<file path="src/rtl/twcm_pkg.sv">
package twcm_pkg;
   typedef enum logic [1:0] {
      TW_ONE  = 2'b00,
      TW_W16  = 2'b01,
      TW_NEGJ = 2'b10,
      TW_W48  = 2'b11
   } tw_sel_e;
endpackage

</file>
<file path="src/rtl/twcm_csd_const.sv">
// Constant multiplier built from signed shift-and-add terms.
// Bit i of POS_MASK adds x*2^i and bit i of NEG_MASK subtracts x*2^i.
// The result is scaled by 2^FRAC relative to the real constant.
module twcm_csd_const #(
   parameter int unsigned IW       = 14,
   parameter int unsigned FRAC     = 8,
   parameter int unsigned RW       = IW + FRAC + 1,
   parameter logic [FRAC:0] POS_MASK = 9'b100000101,
   parameter logic [FRAC:0] NEG_MASK = 9'b001010000
) (
   input  logic signed [IW-1:0] x,
   output logic signed [RW-1:0] prod
);
   localparam logic [FRAC:0] NZ_MASK = POS_MASK | NEG_MASK;

   if ((POS_MASK & NEG_MASK) != '0) begin : g_bad_overlap
      $error("twcm_csd_const: a digit is both positive and negative");
   end
   if ((NZ_MASK & (NZ_MASK >> 1)) != '0) begin : g_bad_csd
      $error("twcm_csd_const: adjacent nonzero digits, not canonic");
   end
   if (RW < IW + FRAC + 1) begin : g_bad_rw
      $error("twcm_csd_const: result width too small");
   end

   logic signed [RW-1:0] x_ext;
   logic signed [RW-1:0] term [FRAC+1];

   assign x_ext = {{(RW-IW){x[IW-1]}}, x};

   for (genvar i = 0; i <= FRAC; i++) begin : g_digit
      if (POS_MASK[i]) begin : g_pos
         assign term[i] = x_ext <<< i;
      end else if (NEG_MASK[i]) begin : g_neg
         assign term[i] = -(x_ext <<< i);
      end else begin : g_zero
         assign term[i] = '0;
      end
   end

   always_comb begin
      prod = '0;
      for (int k = 0; k <= FRAC; k++) begin
         prod = prod + term[k];
      end
   end
endmodule

</file>
<file path="src/rtl/twcm_round_sat.sv">
// Drops FRAC fraction bits (to nearest, or truncating) and clamps to OW bits.
module twcm_round_sat #(
   parameter int unsigned RW            = 23,
   parameter int unsigned FRAC          = 8,
   parameter int unsigned OW            = 13,
   parameter bit          ROUND_NEAREST = 1'b1
) (
   input  logic signed [RW-1:0] raw,
   output logic signed [OW-1:0] y
);
   if (FRAC < 1) begin : g_bad_frac
      $error("twcm_round_sat: FRAC must be at least 1");
   end
   if (RW < OW + FRAC) begin : g_bad_width
      $error("twcm_round_sat: raw width smaller than output plus fraction");
   end

   localparam logic signed [RW:0] HALF =
      {{(RW-FRAC+1){1'b0}}, 1'b1, {(FRAC-1){1'b0}}};
   localparam logic signed [RW:0] MAXV =
      {{(RW-OW+2){1'b0}}, {(OW-1){1'b1}}};
   localparam logic signed [RW:0] MINV =
      {{(RW-OW+2){1'b1}}, {(OW-1){1'b0}}};

   logic signed [RW:0] raw_ext;
   logic signed [RW:0] biased;
   logic signed [RW:0] q;

   assign raw_ext = {raw[RW-1], raw};

   if (ROUND_NEAREST) begin : g_nearest
      assign biased = raw_ext + HALF;
   end else begin : g_trunc
      assign biased = raw_ext;
   end

   assign q = biased >>> FRAC;

   always_comb begin
      if (q > MAXV) begin
         y = MAXV[OW-1:0];
      end else if (q < MINV) begin
         y = MINV[OW-1:0];
      end else begin
         y = q[OW-1:0];
      end
   end
endmodule

</file>
<file path="src/rtl/twiddle_csd_mult.sv">
module twiddle_csd_mult
   import twcm_pkg::*;
#(
   parameter int unsigned W             = 13,
   parameter int unsigned FRAC          = 8,
   parameter logic [FRAC:0] C_POS       = 9'b100000101,
   parameter logic [FRAC:0] C_NEG       = 9'b001010000,
   parameter bit          ROUND_NEAREST = 1'b1
) (
   input  logic                clk,
   input  logic                rst_n,
   input  logic                in_valid,
   input  logic [1:0]          in_sel,
   input  logic signed [W-1:0] in_re,
   input  logic signed [W-1:0] in_im,
   output logic                out_valid,
   output logic signed [W-1:0] out_re,
   output logic signed [W-1:0] out_im
);
   localparam int unsigned SW = W + 1;
   localparam int unsigned RW = SW + FRAC + 1;

   if (W < 4) begin : g_bad_w
      $error("twiddle_csd_mult: W must be at least 4");
   end

   // ---------------- stage 1: pre-adders and operand capture ----------------
   logic                s1_valid;
   tw_sel_e             s1_sel;
   logic signed [W-1:0] s1_re, s1_im;
   logic signed [SW-1:0] s1_sum, s1_dif;
   logic signed [SW-1:0] re_x, im_x;

   assign re_x = {in_re[W-1], in_re};
   assign im_x = {in_im[W-1], in_im};

   always_ff @(posedge clk or negedge rst_n) begin
      if (!rst_n) begin
         s1_valid <= 1'b0;
         s1_sel   <= TW_ONE;
         s1_re    <= '0;
         s1_im    <= '0;
         s1_sum   <= '0;
         s1_dif   <= '0;
      end else begin
         s1_valid <= in_valid;
         if (in_valid) begin
            s1_sel <= tw_sel_e'(in_sel);
            s1_re  <= in_re;
            s1_im  <= in_im;
            s1_sum <= re_x + im_x;
            s1_dif <= im_x - re_x;
         end
      end
   end

   // ---------------- stage 2: constant products, routing, rounding ----------
   logic signed [RW-1:0] p_sum, p_dif;

   twcm_csd_const #(.IW(SW), .FRAC(FRAC), .RW(RW),
                    .POS_MASK(C_POS), .NEG_MASK(C_NEG)) u_mul_sum (
      .x(s1_sum), .prod(p_sum));

   twcm_csd_const #(.IW(SW), .FRAC(FRAC), .RW(RW),
                    .POS_MASK(C_POS), .NEG_MASK(C_NEG)) u_mul_dif (
      .x(s1_dif), .prod(p_dif));

   logic signed [RW-1:0] re_scaled, im_scaled;
   logic signed [RW-1:0] raw_re, raw_im;

   assign re_scaled = {{(RW-W){s1_re[W-1]}}, s1_re} <<< FRAC;
   assign im_scaled = {{(RW-W){s1_im[W-1]}}, s1_im} <<< FRAC;

   always_comb begin
      unique case (s1_sel)
         TW_ONE: begin
            raw_re = re_scaled;
            raw_im = im_scaled;
         end
         TW_W16: begin
            raw_re = p_sum;
            raw_im = p_dif;
         end
         TW_NEGJ: begin
            raw_re = im_scaled;
            raw_im = -re_scaled;
         end
         default: begin
            raw_re = p_dif;
            raw_im = -p_sum;
         end
      endcase
   end

   logic signed [W-1:0] nxt_re, nxt_im;

   twcm_round_sat #(.RW(RW), .FRAC(FRAC), .OW(W),
                    .ROUND_NEAREST(ROUND_NEAREST)) u_rs_re (
      .raw(raw_re), .y(nxt_re));

   twcm_round_sat #(.RW(RW), .FRAC(FRAC), .OW(W),
                    .ROUND_NEAREST(ROUND_NEAREST)) u_rs_im (
      .raw(raw_im), .y(nxt_im));

   always_ff @(posedge clk or negedge rst_n) begin
      if (!rst_n) begin
         out_valid <= 1'b0;
         out_re    <= '0;
         out_im    <= '0;
      end else begin
         out_valid <= s1_valid;
         if (s1_valid) begin
            out_re <= nxt_re;
            out_im <= nxt_im;
         end
      end
   end

   // ---------------- assertions ----------------
   localparam logic signed [W-1:0] MOST_NEG = {1'b1, {(W-1){1'b0}}};

   AST_VALID_STAGE: assert property (@(posedge clk) disable iff (!rst_n)
      in_valid |=> s1_valid);
   AST_VALID_OUT: assert property (@(posedge clk) disable iff (!rst_n)
      s1_valid |=> out_valid);
   AST_NO_SPURIOUS: assert property (@(posedge clk) disable iff (!rst_n)
      !s1_valid |=> !out_valid);
   AST_UNITY_PASS: assert property (@(posedge clk) disable iff (!rst_n)
      (s1_valid && s1_sel == TW_ONE) |=>
         (out_re == $past(s1_re) && out_im == $past(s1_im)));
   AST_NEGJ_SWAP: assert property (@(posedge clk) disable iff (!rst_n)
      (s1_valid && s1_sel == TW_NEGJ && s1_re != MOST_NEG) |=>
         (out_re == $past(s1_im) && out_im == -$past(s1_re)));
   AST_HOLD_IDLE: assert property (@(posedge clk) disable iff (!rst_n)
      !out_valid |-> ($stable(out_re) && $stable(out_im)));
endmodule

</file>
<file path="config.mk">
export PLATFORM = sky130hd
export DESIGN_NAME = twiddle_csd_mult
export DESIGN_NICKNAME = d
export VERILOG_FILES = /design/src/rtl/twcm_pkg.sv /design/src/rtl/twcm_csd_const.sv /design/src/rtl/twcm_round_sat.sv /design/src/rtl/twiddle_csd_mult.sv
export SDC_FILE = /design/constraint.sdc
export NUM_CORES = 1
export LEC_CHECK = 0
export BUFFER_PORTS_ARGS = -buffer_cell sky130_fd_sc_hd__buf_2
export CAP_MARGIN = 20
export CORE_UTILIZATION = 30
export DETAILED_ROUTE_END_ITERATION = 12
export GPL_ROUTABILITY_DRIVEN = 0
export PLACE_DENSITY = 0.57
export SLEW_MARGIN = 20
export SYNTH_ARGS = -nofsm -noshare
export SYNTH_HDL_FRONTEND = slang
export SYNTH_SLANG_ARGS = --single-unit
export TNS_END_PERCENT = 30
</file>
<file path="constraint.sdc">
create_clock -name clk -period 6.05 [get_ports clk]
set_input_delay 1.815 -clock clk [delete_from_list [all_inputs] [get_ports clk]]
set_output_delay 1.815 -clock clk [all_outputs]
set_load 0.05 [all_outputs]
</file>
==> impl_metrics.json <==
{
  "io_pins": 58,
  "cap_violations": 0,
  "finalNetCount": 1557,
  "cp-start-kind": "flop",
  "drc": 0,
  "hold_depth": 1,
  "arrival_ps": 6030,
  "postCtsHoldBufs": 0,
  "ys.flop_type": "dfrtp_1",
  "vias_per_cell": 5.10,
  "fin_area_um2": 12900,
  "synth_edf_count": 0,
  "final_util_pct": 36.9,
  "syn_nets": 1430,
  "netlist_area_um2": 10700,
  "crit_start": "s1_sum[4]$_DFFE_PN0P_",
  "dr.pass1.iters": 5,
  "cts_buffer_depth": 2,
  "required_ps": 6280,
  "mostFrequentLayoutCells": "174 x inv_1, 105 x ha_1, 99 x buf_4",
  "slew_headroom_pct": 38.4,
  "cp_common_cell": "fa_1",
  "drtIter0Drc": 718,
  "drive_gt1_share_pct": 22.1,
  "r2r_setup_slack_ps": 250,
  "grt_pass1_vias": 8781,
  "place_area_um2": 12000,
  "end_kind": "flop",
  "antenna_found_initial": 0,
  "grt-ovfl-total": 0,
  "path_clk_slew_ps": 70,
  "dieArea_um2": 36300,
  "slowest_delay_ps": 530,
  "grt_pass1_wl_um": 48200,
  "min_period_ps": 5800,
  "mostFrequentLayoutCell": "inv_1",
  "worst_slew_pin_slew_ps": 924,
  "synth-async-reset-ratio_pct": 100,
  "core_um2": 34800,
  "fill_cells": 3554,
  "ant_nets": 0,
  "finalSetupViolations": 0,
  "crit_fanout": 7,
  "r2r_cells": 20,
  "die_w_um": 191,
  "hold_start": "out_re[10]$_DFFE_PN0P_",
  "port-buffer-count": 57,
  "grt_max_degree": 52,
  "cp_slowest_cell": "fa_1",
  "yosysSeqAreaShare_pct": 19.5,
  "worst_hold_slack_ps": 491,
  "clk_latency_ps": 370,
  "post_synth.cell_area_avg_um2": 8.75,
  "fin_skew_ps": 13.9,
  "cts_root_buffer": "clkbuf_16",
  "wire_per_inst_um": 17.2,
  "r2r_end": "out_im[9]$_DFFE_PN0P_",
  "synth-seq-cells": 83,
  "area_delta_synth_final_pct": 20.5,
  "outcome": "completed",
  "fin_crit_sh_pct": 95.9,
  "rows": 68,
  "cts_tree": "done",
  "path_cells": "inv_2 > fa_1 > inv_1 > fa_1 > fa_1 > ha_1 > buf_4 > a41o_2 > buf_4 > nor3b_1 > o21ai_2 > or3_4 > o311a_4 > nor3_4 > nand4b_4 > nor4_4 > or4b_4 > o2111ai_4 > buf_6 > o221ai_2",
  "hp-class": "reg -> reg",
  "final_max_slew_viol_count": 0,
  "dr_total_vias": 9219,
  "die_height_um": 191,
  "clock-sinks": 83,
  "initial_core_util_pct": 30.7,
  "synth_warnings": 0,
  "r2r-start": "s1_sum[4]$_DFFE_PN0P_",
  "synth_cells": 1219,
  "place_hpwl_um": 25100,
  "track_usage_pct": 17.2,
  "antenna_cells": 0,
  "cts_made_buffers": 9,
  "yosysUniqueCellTypes": 85,
  "worstHoldEndpoint": "out_re[10]$_DFFE_PN0P_",
  "max_freq_mhz": 172,
  "hold_viol_final": 0,
  "crit_type": "reg -> reg",
  "htreeDepth": 3,
  "wl_um": 31100
}
[sequential cells by signal, summed over array words and instances, names as in the netlist]
name	cells
s1_sum	14
s1_valid	1
s1_dif	13
s1_im	13
s1_sel	2
out_valid	1
out_re	13
s1_re	13
out_im	13
[Yosys cell counts (all sizes together), types with 31 or more instances]
master | instances | area [um2]
ha | 109 | 1360
nand2 | 66 | 248
nand3 | 32 | 160
clkbuf | 37 | 139
dfrtp | 83 | 2080
o21ai | 58 | 294
a21oi | 78 | 390
xor2 | 31 | 272
xnor2 | 50 | 438
nor2 | 83 | 312
inv | 180 | 676
fa | 71 | 1420
[layout make-up]
| class | instances | area (um2) | area share (%) |
|---|---|---|---|
| Clock buffer | 10 | 229 | 1.78 |
| Clock inverter | 6 | 71.3 | 0.555 |
| Inverter | 181 | 679 | 5.29 |
| Multi-Input combinational cell | 911 | 8140 | 63.3 |
| Sequential cell | 83 | 2080 | 16.2 |
| Tap cell | 455 | 569 | 4.43 |
| Timing Repair Buffer | 160 | 1080 | 8.40 |
[through the flow]
step | cells | setup WS (ps) | setup TNS [ps]
finish | 1806 | 251 | 0
detailed placement | 1770 | -78.2 | -731
floorplan | 1219 | 24.1 | 0
CTS | 1787 | 27.4 | 0
global route | 1806 | -23.5 | -145
global placement | 1770 | 57.2 | 0
[worst max path at each step]
| stage | endpoint | slack [ps] | cells past startpoint |
|---|---|---|---|
| finish | out_im[9]$_DFFE_PN0P_ | 250 | 20 |
| global route | out_im[11]$_DFFE_PN0P_ | -20 | 22 |
| CTS | out_re[1]$_DFFE_PN0P_ | 30 | 22 |
| detailed placement | out_im[9]$_DFFE_PN0P_ | -80 | 21 |
| global placement | out_im[5]$_DFFE_PN0P_ | 60 | 21 |
| floorplan | out_im[10]$_DFFE_PN0P_ | 20 | 21 |
[timing repair]
action,4_1_cts,5_1_grt
gates resized for setup,2,91
buffers inserted,1,16
cloned,0,3
pin swaps,1,31
setup endpoints to repair,11,25
[per-layer routing]
metal	global-route usage [%]	up-vias	part of all wire, %
li1	-	4504	-
met1	25.2	4403	49
met2	26.1	268	44
met3	2.04	44	5.2
met4	4.89	0	2.1
met5	0	-	0
[logic make-up after synthesis]
family	share of synthesized area [%]
AO/OA/AOI/OAI	20.5
XOR/XNOR	6.65
adder cells (fa/ha/maj)	26.1
buffers and inverters	8.10
flip-flops	19.5
multiplexers	4.62
AND/OR/NAND/NOR	14.5
[critical path, delay by kind of cell (launching register included)]
family,cells,cell delay [ps]
AOI/OAI and AO/OA,5,990
adders and majority gates,4,1790
buffers and inverters,5,680
DFF,1,390
and+or+nand+nor,6,1790
Power is left out: the tool's default activity adds up to more than one toggle a clock period on the data nets, which glitch-free logic cannot reach.
